--- src/rtl/opx_pkg.sv ---
package opx_pkg;

    localparam int DATA_W  = 16;
    localparam int REG_CNT = 8;
    localparam int REG_AW  = $clog2(REG_CNT);
    localparam int IMM_W   = 5;
    localparam int OPC_W   = 4;
    localparam int INSN_W  = 16;

    // field positions inside the instruction word
    localparam int OPC_LSB  = INSN_W - OPC_W;
    localparam int DST_LSB  = 9;
    localparam int SRC1_LSB = 6;
    localparam int MODE_BIT = 5;
    localparam int SRC2_LSB = 0;
    localparam int IMM_LSB  = 0;

    localparam logic [OPC_W-1:0] OPC_ADD = 4'b0001;
    localparam logic [OPC_W-1:0] OPC_AND = 4'b0101;
    localparam logic [OPC_W-1:0] OPC_NOT = 4'b1001;

    typedef enum logic [1:0] {
        OP_NONE = 2'd0,
        OP_ADD  = 2'd1,
        OP_AND  = 2'd2,
        OP_INV  = 2'd3
    } op_e;

    typedef struct packed {
        logic              legal;
        op_e               op;
        logic [REG_AW-1:0] dst;
        logic [REG_AW-1:0] src1;
        logic [REG_AW-1:0] src2;
        logic              imm_mode;
        logic [DATA_W-1:0] imm_ext;
    } dec_t;

    function automatic logic [DATA_W-1:0] sext_imm(input logic [IMM_W-1:0] v);
        return {{(DATA_W-IMM_W){v[IMM_W-1]}}, v};
    endfunction

endpackage

--- src/rtl/opx_decode.sv ---
module opx_decode
    import opx_pkg::*;
(
    input  logic [INSN_W-1:0] insn,
    output dec_t              dec
);
    logic [OPC_W-1:0] opc;

    always_comb begin
        opc          = insn[OPC_LSB +: OPC_W];
        dec.dst      = insn[DST_LSB +: REG_AW];
        dec.src1     = insn[SRC1_LSB +: REG_AW];
        dec.src2     = insn[SRC2_LSB +: REG_AW];
        dec.imm_mode = insn[MODE_BIT];
        dec.imm_ext  = sext_imm(insn[IMM_LSB +: IMM_W]);
        unique case (opc)
            OPC_ADD: begin dec.op = OP_ADD;  dec.legal = 1'b1; end
            OPC_AND: begin dec.op = OP_AND;  dec.legal = 1'b1; end
            OPC_NOT: begin dec.op = OP_INV;  dec.legal = 1'b1; end
            default: begin dec.op = OP_NONE; dec.legal = 1'b0; end
        endcase
    end
endmodule

--- src/rtl/opx_regfile.sv ---
module opx_regfile #(
    parameter int NREG = 8,
    parameter int W    = 16,
    localparam int AW  = $clog2(NREG)
) (
    input  logic          clk,
    input  logic          rst,
    input  logic [AW-1:0] ra_a,
    input  logic [AW-1:0] ra_b,
    output logic [W-1:0]  rd_a,
    output logic [W-1:0]  rd_b,
    input  logic          we,
    input  logic [AW-1:0] wa,
    input  logic [W-1:0]  wd
);
    logic [W-1:0] mem [NREG];

    always_ff @(posedge clk) begin
        for (int i = 0; i < NREG; i++) begin
            if (rst)
                mem[i] <= '0;
            else if (we && wa == AW'(i))
                mem[i] <= wd;
        end
    end

    assign rd_a = mem[ra_a];
    assign rd_b = mem[ra_b];
endmodule

--- src/rtl/opx_alu.sv ---
module opx_alu
    import opx_pkg::*;
(
    input  op_e               op,
    input  logic [DATA_W-1:0] a,
    input  logic [DATA_W-1:0] b,
    output logic [DATA_W-1:0] y
);
    always_comb begin
        unique case (op)
            OP_ADD:  y = a + b;
            OP_AND:  y = a & b;
            OP_INV:  y = ~a;
            default: y = '0;
        endcase
    end
endmodule

--- src/rtl/opx_unit.sv ---
module opx_unit
    import opx_pkg::*;
(
    input  logic              clk,
    input  logic              rst,
    input  logic              instr_valid,
    input  logic [INSN_W-1:0] instr_word,
    output logic              wr_en,
    output logic [REG_AW-1:0] wr_addr,
    output logic [DATA_W-1:0] wr_data
);
    dec_t              dec;
    logic [DATA_W-1:0] rd_a;
    logic [DATA_W-1:0] rd_b;
    logic [DATA_W-1:0] opnd_b;
    logic [DATA_W-1:0] result;
    logic              do_write;

    opx_decode u_dec (
        .insn (instr_word),
        .dec  (dec)
    );

    opx_regfile #(.NREG(REG_CNT), .W(DATA_W)) u_rf (
        .clk  (clk),
        .rst  (rst),
        .ra_a (dec.src1),
        .ra_b (dec.src2),
        .rd_a (rd_a),
        .rd_b (rd_b),
        .we   (do_write),
        .wa   (dec.dst),
        .wd   (result)
    );

    assign opnd_b   = dec.imm_mode ? dec.imm_ext : rd_b;
    assign do_write = instr_valid && dec.legal;

    opx_alu u_alu (
        .op (dec.op),
        .a  (rd_a),
        .b  (opnd_b),
        .y  (result)
    );

    always_ff @(posedge clk) begin
        if (rst) begin
            wr_en   <= 1'b0;
            wr_addr <= '0;
            wr_data <= '0;
        end else begin
            wr_en <= do_write;
            if (do_write) begin
                wr_addr <= dec.dst;
                wr_data <= result;
            end
        end
    end
endmodule

--- config.mk ---
export PLATFORM = sky130hd
export DESIGN_NAME = opx_unit
export DESIGN_NICKNAME = d
export VERILOG_FILES = /design/src/rtl/opx_pkg.sv /design/src/rtl/opx_decode.sv /design/src/rtl/opx_regfile.sv /design/src/rtl/opx_alu.sv /design/src/rtl/opx_unit.sv
export SDC_FILE = /design/constraint.sdc
export NUM_CORES = 1
export LEC_CHECK = 0
export CAP_MARGIN = 20
export CORE_MARGIN = 5
export CORE_UTILIZATION = 45
export CTS_CLUSTER_SIZE = 10
export DETAILED_ROUTE_END_ITERATION = 16
export DONT_BUFFER_PORTS = 1
export HOLD_SLACK_MARGIN = 0.06
export SLEW_MARGIN = 20
export SYNTH_ARGS = -nofsm -noshare
export SYNTH_HDL_FRONTEND = slang
export SYNTH_SLANG_ARGS = --single-unit
--- constraint.sdc ---
create_clock -name clk -period 5 [get_ports clk]
set_input_delay 0.5 -clock clk [delete_from_list [all_inputs] [get_ports clk]]
set_output_delay 0.5 -clock clk [all_outputs]
set_load 0.02 [all_outputs]
==> impl_metrics.json, run 1 <==
{
  "outcome": "finished, final reports clean",
  "dr.pass1.iters": 7,
  "yosys_register_bits": 148,
  "endpoint_kind": "flop",
  "cts_max_level": 4,
  "yosysTopAreaCellShare_pct": 43.6,
  "initialDrtViolationCount": 651,
  "hold_class": "in -> reg",
  "cp-start-kind": "flop",
  "clock_latency_ns": 0.42,
  "worstPathArrival_ns": 3.97,
  "tightest_slew_ns": 1.06,
  "via_per_inst": 6.38,
  "post-cts-setup-buffers": 0,
  "fp.coreArea_sq_um": 19400,
  "nets": 719,
  "drive_gt1_share_pct": 21.7,
  "path_class": "reg -> reg",
  "critPathMaxFanout": 9,
  "dpl.cell_count": 929,
  "gr-total-overflow": 0,
  "fin_setup_tns_ns": 0,
  "route.vias.total": 6129,
  "multi_input_area_sq_um": 4260,
  "synth_area_leader_cell": "edfxtp_1",
  "worstPathRequired_ns": 5.12,
  "die_height_um": 150,
  "drc": 0,
  "cts_resized": 0,
  "finalCritPeriodShare_pct": 76.9,
  "yosysMostFrequentCell": "nor2_1",
  "netlist_instances": 709,
  "regArea_sq_um": 4240,
  "synth_edf_count": 128,
  "ir_drop_uv": 253,
  "syn_area_sq_um": 8810,
  "boundaryPins": 39,
  "root_buffer": "clkbuf_16",
  "antenna_found_initial": 0,
  "start_util_pct": 45.4,
  "fmaxAchievable_mhz": 260,
  "seq_area_frac_synth_pct": 48.2,
  "yosysUniqueCellTypes": 70,
  "diodes": 0,
  "synthFlopType": "edfxtp_1",
  "wire_per_inst_um": 25.5,
  "post-dp-hpwl_mm": 16.0,
  "ctsHoldBuffers": 0,
  "rows": 51,
  "grt_use_total_pct": 22.6,
  "ant_nets": 0,
  "p_per_area_nw_per_um2": 337,
  "clock-sinks": 148,
  "setup_viol": 0,
  "grt_max_degree": 43,
  "final_cells": 961,
  "maxSlewHeadroom_pct": 29.1,
  "async_flop_share_pct": 0,
  "synth_area_leaders": "edfxtp_1 (44%), mux4_2 (13%), nor2_1 (6.4%)",
  "cts.clk_slew.worst_paths_ns": 0.06,
  "cts.path.max_buffers": 2,
  "leakage_nw": 3.24,
  "cts_made_buffers": 17,
  "skew_ns": 0.00992,
  "syn_area_per_cell_sq_um": 12.4,
  "rsz0062_at_grt": "no",
  "io_buffers": 0,
  "syn2layout_area_growth_pct": 7.77,
  "synth_commonest_cells": "nor2_1 (151), edfxtp_1 (128), mux4_2 (52)",
  "drv_slew": 0,
  "hold_viol_final": 0,
  "fp.dieArea_sq_um": 22500,
  "cts_tree": "done",
  "cap_violations": 0,
  "place.gp.congestion": 0.835,
  "grt_first_pass_wirelength_mm": 37.3,
  "yosys_warnings": 0,
  "grt_pass1_vias": 6244,
  "synth_nets": 745,
  "nFillCells": 1745,
  "die_w_um": 150,
  "drt-total-wl_mm": 24.5,
  "layout_min_cycle_time_ns": 3.84
}
[layer usage]
| metal | up-vias | track usage, % | part of all wire (%) |
|---|---|---|---|
| li1 | 2682 | - | - |
| met1 | 3089 | 31.3 | 42 |
| met2 | 322 | 35.4 | 47 |
| met5 | - | 0 | 0 |
| met4 | 0 | 6.54 | 1.9 |
| met3 | 36 | 5.81 | 9.5 |
[cells in the final DEF, fill, tap and decap left out, drive strengths merged, types with 3 or more instances in the layout]
cell and instances:
o22ai 7, a31o 4, nor2 156, a221oi 16
mux2 21, mux4 52, a21o 9, edfxtp 128
a211oi 17, nand4 3, mux2i 31, ha 16
o21ai 18, a21oi 48, clkbuf 25, and3 3
inv 7, a31oi 4, buf 5, and3b 3
nor2b 5, xnor2 7, dfxtp 20, o21a 3
clkinv 4, o32ai 3, nand2 32, nor3 4
nand3 9
[path summary, 6_finish.rpt]
kind | startpoint | to | slack (ns) | cells past startpoint
worst max-delay path | u_rf.mem[7][7]$_SDFFCE_PN0P_ | u_rf.mem[0][14]$_SDFFCE_PN0P_ | 1.16 | 10
worst min-delay path | rst | wr_data[2]$_SDFFE_PP0P_ | 0.13 | 1
worst min register to register | wr_addr[0]$_SDFFE_PP0P_ | wr_addr[0]$_SDFFE_PP0P_ | 0.56 | 2
worst max register to register | u_rf.mem[7][7]$_SDFFCE_PN0P_ | u_rf.mem[0][14]$_SDFFCE_PN0P_ | 1.16 | 10
[final cells by class]
class,instances,area share [%]
repair buffers,5,0.435
multi-input cells,504,44.9
inverters,7,0.277
well taps,265,3.49
clock buffers,25,5.46
flip-flops and latches,148,44.7
clock inverters,7,0.725
[state kept, by name, indices dropped and copies added (netlist names)]
register and count:
wr_addr 3, wr_data 16, u_rf.mem 128, wr_en 1
[through the flow]
stage / total power, mW / setup WS, ns / instance area (sq um) / hold slack, ns / util [%]
after floorplan: 1.87 / 1.05 / 8810 / 0.535 / -
after global placement: 1.95 / 1.10 / 8890 / 0.546 / 45.8
after detailed placement: 1.96 / 1.04 / 8900 / 0.561 / 45.9
after CTS: 3.20 / 1.19 / 9490 / 0.117 / 48.9
after global routing: 3.31 / 0.964 / 9490 / 0.110 / 48.9
final: 3.20 / 1.16 / 9490 / 0.130 / 48.9
[critical path: stages (launching register included)]
cell      delay, ns
edfxtp_1       0.38
mux4_2         0.48
mux2i_1        0.37
a21oi_1        0.15
ha_1           0.43
a21oi_1        0.25
o22ai_1        0.15
a21o_1         0.20
nor2_1         0.33
mux2i_1        0.64
a21oi_1        0.17
[kinds of logic (layout without fill, tap and decap cells)]
group / after synthesis / in the layout / synth area share (%)
simple gates: 230 / 230 / 11.6
flops: 148 / 148 / 48.2
compound gates: 144 / 144 / 13.7
mux: 104 / 104 / 19.6
buf+inv: 57 / 44 / 3.42
fa+ha+maj: 17 / 17 / 2.50
xor+xnor: 9 / 9 / 0.895
[power breakdown]
group | total [mW] | leakage, nW | switching [mW] | internal [mW]
Clock | 1.26 | 0.284 | 0.490 | 0.769
Combinational | 0.521 | 1.47 | 0.307 | 0.213
Sequential | 1.42 | 1.49 | 0.0339 | 1.39
Note: power is estimated with default switching activity, not from simulation.
==> inputs of run 2 (changes only) <==
==> constraint.sdc (replaced) <==
create_clock -name clk -period 4 [get_ports clk]
set_input_delay 0.4 -clock clk [delete_from_list [all_inputs] [get_ports clk]]
set_output_delay 0.4 -clock clk [all_outputs]
set_load 0.02 [all_outputs]
==> impl_metrics.json, run 2 (synthesis results as in run 1) <==
{
  "outcome": "finished, final reports clean",
  "grt_max_degree": 43,
  "tightest_slew_ns": 1.07,
  "setup_viol": 0,
  "drv_slew": 0,
  "drc": 0,
  "setup_ws_ns": 0.303,
  "cts.path.max_buffers": 2,
  "nets": 733,
  "clock_power_share_pct": 40.7,
  "syn2layout_area_growth_pct": 9.59,
  "endpoint_kind": "flop",
  "rows": 51,
  "cts.clk_slew.worst_paths_ns": 0.06,
  "route.vias.total": 6154,
  "fmaxAchievable_mhz": 270,
  "clock_latency_ns": 0.43,
  "path_class": "reg -> reg",
  "cap_violations": 0,
  "cp.depth": 10,
  "maxSlewHeadroom_pct": 28.9,
  "power_mw": 4.12,
  "rsz0062_at_grt": "no",
  "critical-path-top-delay-family": "compound AO/OA/AOI/OAI gates",
  "cpPeakStageDelay_ns": 0.52,
  "crit_buf_inv": 1,
  "dr.pass1.iters": 5,
  "layout_min_cycle_time_ns": 3.70,
  "worstPathArrival_ns": 3.84,
  "crit_chain": "mux4_2 > mux2i_2 > inv_1 > ha_1 > a211oi_1 > o21ai_2 > a31oi_2 > xnor2_1 > a221oi_4 > nor2_1",
  "skew_ns": 0.0110,
  "hold_viol_final": 0,
  "slowest_stage": "a221oi_4",
  "fin_setup_tns_ns": 0,
  "start_util_pct": 45.4,
  "post_dp_cell_area_sq_um": 9000,
  "fp.dieArea_sq_um": 22500,
  "drive_gt1_share_pct": 23.5,
  "holdWs_ns": 0.0941,
  "drt-total-wl_mm": 25.1,
  "hold_class": "in -> reg",
  "gr-total-overflow": 0,
  "diodes": 0,
  "post-dp-hpwl_mm": 16.0,
  "leakage_nw": 3.32,
  "grt_use_total_pct": 23.0,
  "place.gp.congestion": 0.818,
  "io_buffers": 0,
  "layout_commonest_cell": "nor2_1",
  "hold_path_depth": 1,
  "grt_first_pass_wirelength_mm": 38.0,
  "switching_share_pct": 26.4,
  "p_int_mw": 3.03,
  "cts_made_buffers": 17,
  "fp.coreArea_sq_um": 19400,
  "reg_top3": "u_rf.mem (128), wr_data (16), wr_addr (3)",
  "root_buffer": "clkbuf_16",
  "regMostFlops": "u_rf.mem",
  "ir_drop_uv": 343,
  "grt_pass1_vias": 6267,
  "switchingPower_mw": 1.09,
  "die_height_um": 150,
  "initialDrtViolationCount": 663,
  "antenna_found_initial": 0,
  "via_per_inst": 6.31,
  "clock-sinks": 148,
  "cp-start-kind": "flop",
  "nFillCells": 1757,
  "worstPathRequired_ns": 4.14,
  "layout_common_cells": "nor2_1 (151), edfxtp_1 (128), mux4_2 (52)",
  "wire_per_inst_um": 25.8,
  "largest_reg_flops": 128,
  "comb_power_share_pct": 16.2,
  "ant_nets": 0,
  "cts_tree": "done",
  "dp_slack_ns": 0.201,
  "die_w_um": 150,
  "cts_max_level": 4,
  "boundaryPins": 39,
  "p_per_area_nw_per_um2": 427,
  "final_cell_area_sq_um": 9650,
  "r2r_cells": 10,
  "finalCritPeriodShare_pct": 92.4,
  "critPathMaxFanout": 9,
  "seqPwrFrac_pct": 43.0
}
[run 2: changes by cell type in the layout (fill, tap and decap cells not counted), sizes merged]
cell / delta
clkinv: -1
buf: +13
inv: +1
clkinvlp: +1
clkbuf: -1
dlygate4sd3: +1
[run 2: stage by stage]
| step | util (%) | std cells |
|---|---|---|
| after floorplan | - | 709 |
| after global placement | 46.4 | 942 |
| after detailed placement | 46.4 | 942 |
| after CTS | 49.7 | 975 |
| after global routing | 49.8 | 975 |
| final | 49.8 | 975 |
[run 2: area by class of cell]
type / instances / area (sq um) / share of cell area (%)
Timing Repair Buffer: 19 / 145 / 1.50
Sequential cell: 148 / 4240 / 44.0
Clock inverter: 8 / 83.8 / 0.869
Multi-Input combinational cell: 504 / 4270 / 44.3
Tap cell: 265 / 332 / 3.44
Clock buffer: 24 / 547 / 5.67
Inverter: 7 / 26.3 / 0.272
[run 2: worst paths after layout]
kind,startpoint,slack [ns],to
max,u_rf.mem[5][1]$_SDFFCE_PN0P_,0.30,u_rf.mem[1][11]$_SDFFCE_PN0P_
min,rst,0.09,wr_data[15]$_SDFFE_PP0P_
max reg2reg,u_rf.mem[5][1]$_SDFFCE_PN0P_,0.30,u_rf.mem[1][11]$_SDFFCE_PN0P_
min reg2reg,wr_addr[1]$_SDFFE_PP0P_,0.57,wr_addr[1]$_SDFFE_PP0P_
[run 2: timing repair]
item,in CTS,in global routing
hold buffers,1,0
buffers inserted,0,0
endpoints found under the setup margin,0,9
gates resized for setup,0,3
endpoints found under the hold margin,15,0
[run 2: power by group through the flow]
stage	Sequential (mW)	Clock (mW)	Combinational [mW]
2_1_floorplan	1.79	0	0.547
3_3_place_gp	1.80	0	0.643
3_5_place_dp	1.81	0	0.652
4_1_cts	1.77	1.69	0.660
5_1_grt	1.78	1.75	0.720
6_report	1.77	1.68	0.669
[run 2: metal layers]
layer  vias to the layer above  part of all wire, %  track usage, %
met5                         -                    0               0
li1                       2702                    -               -
met1                      3138                   43            32.4
met2                       285                   48            37.2
met4                         0                  1.1            5.26
met3                        29                  8.3            4.57
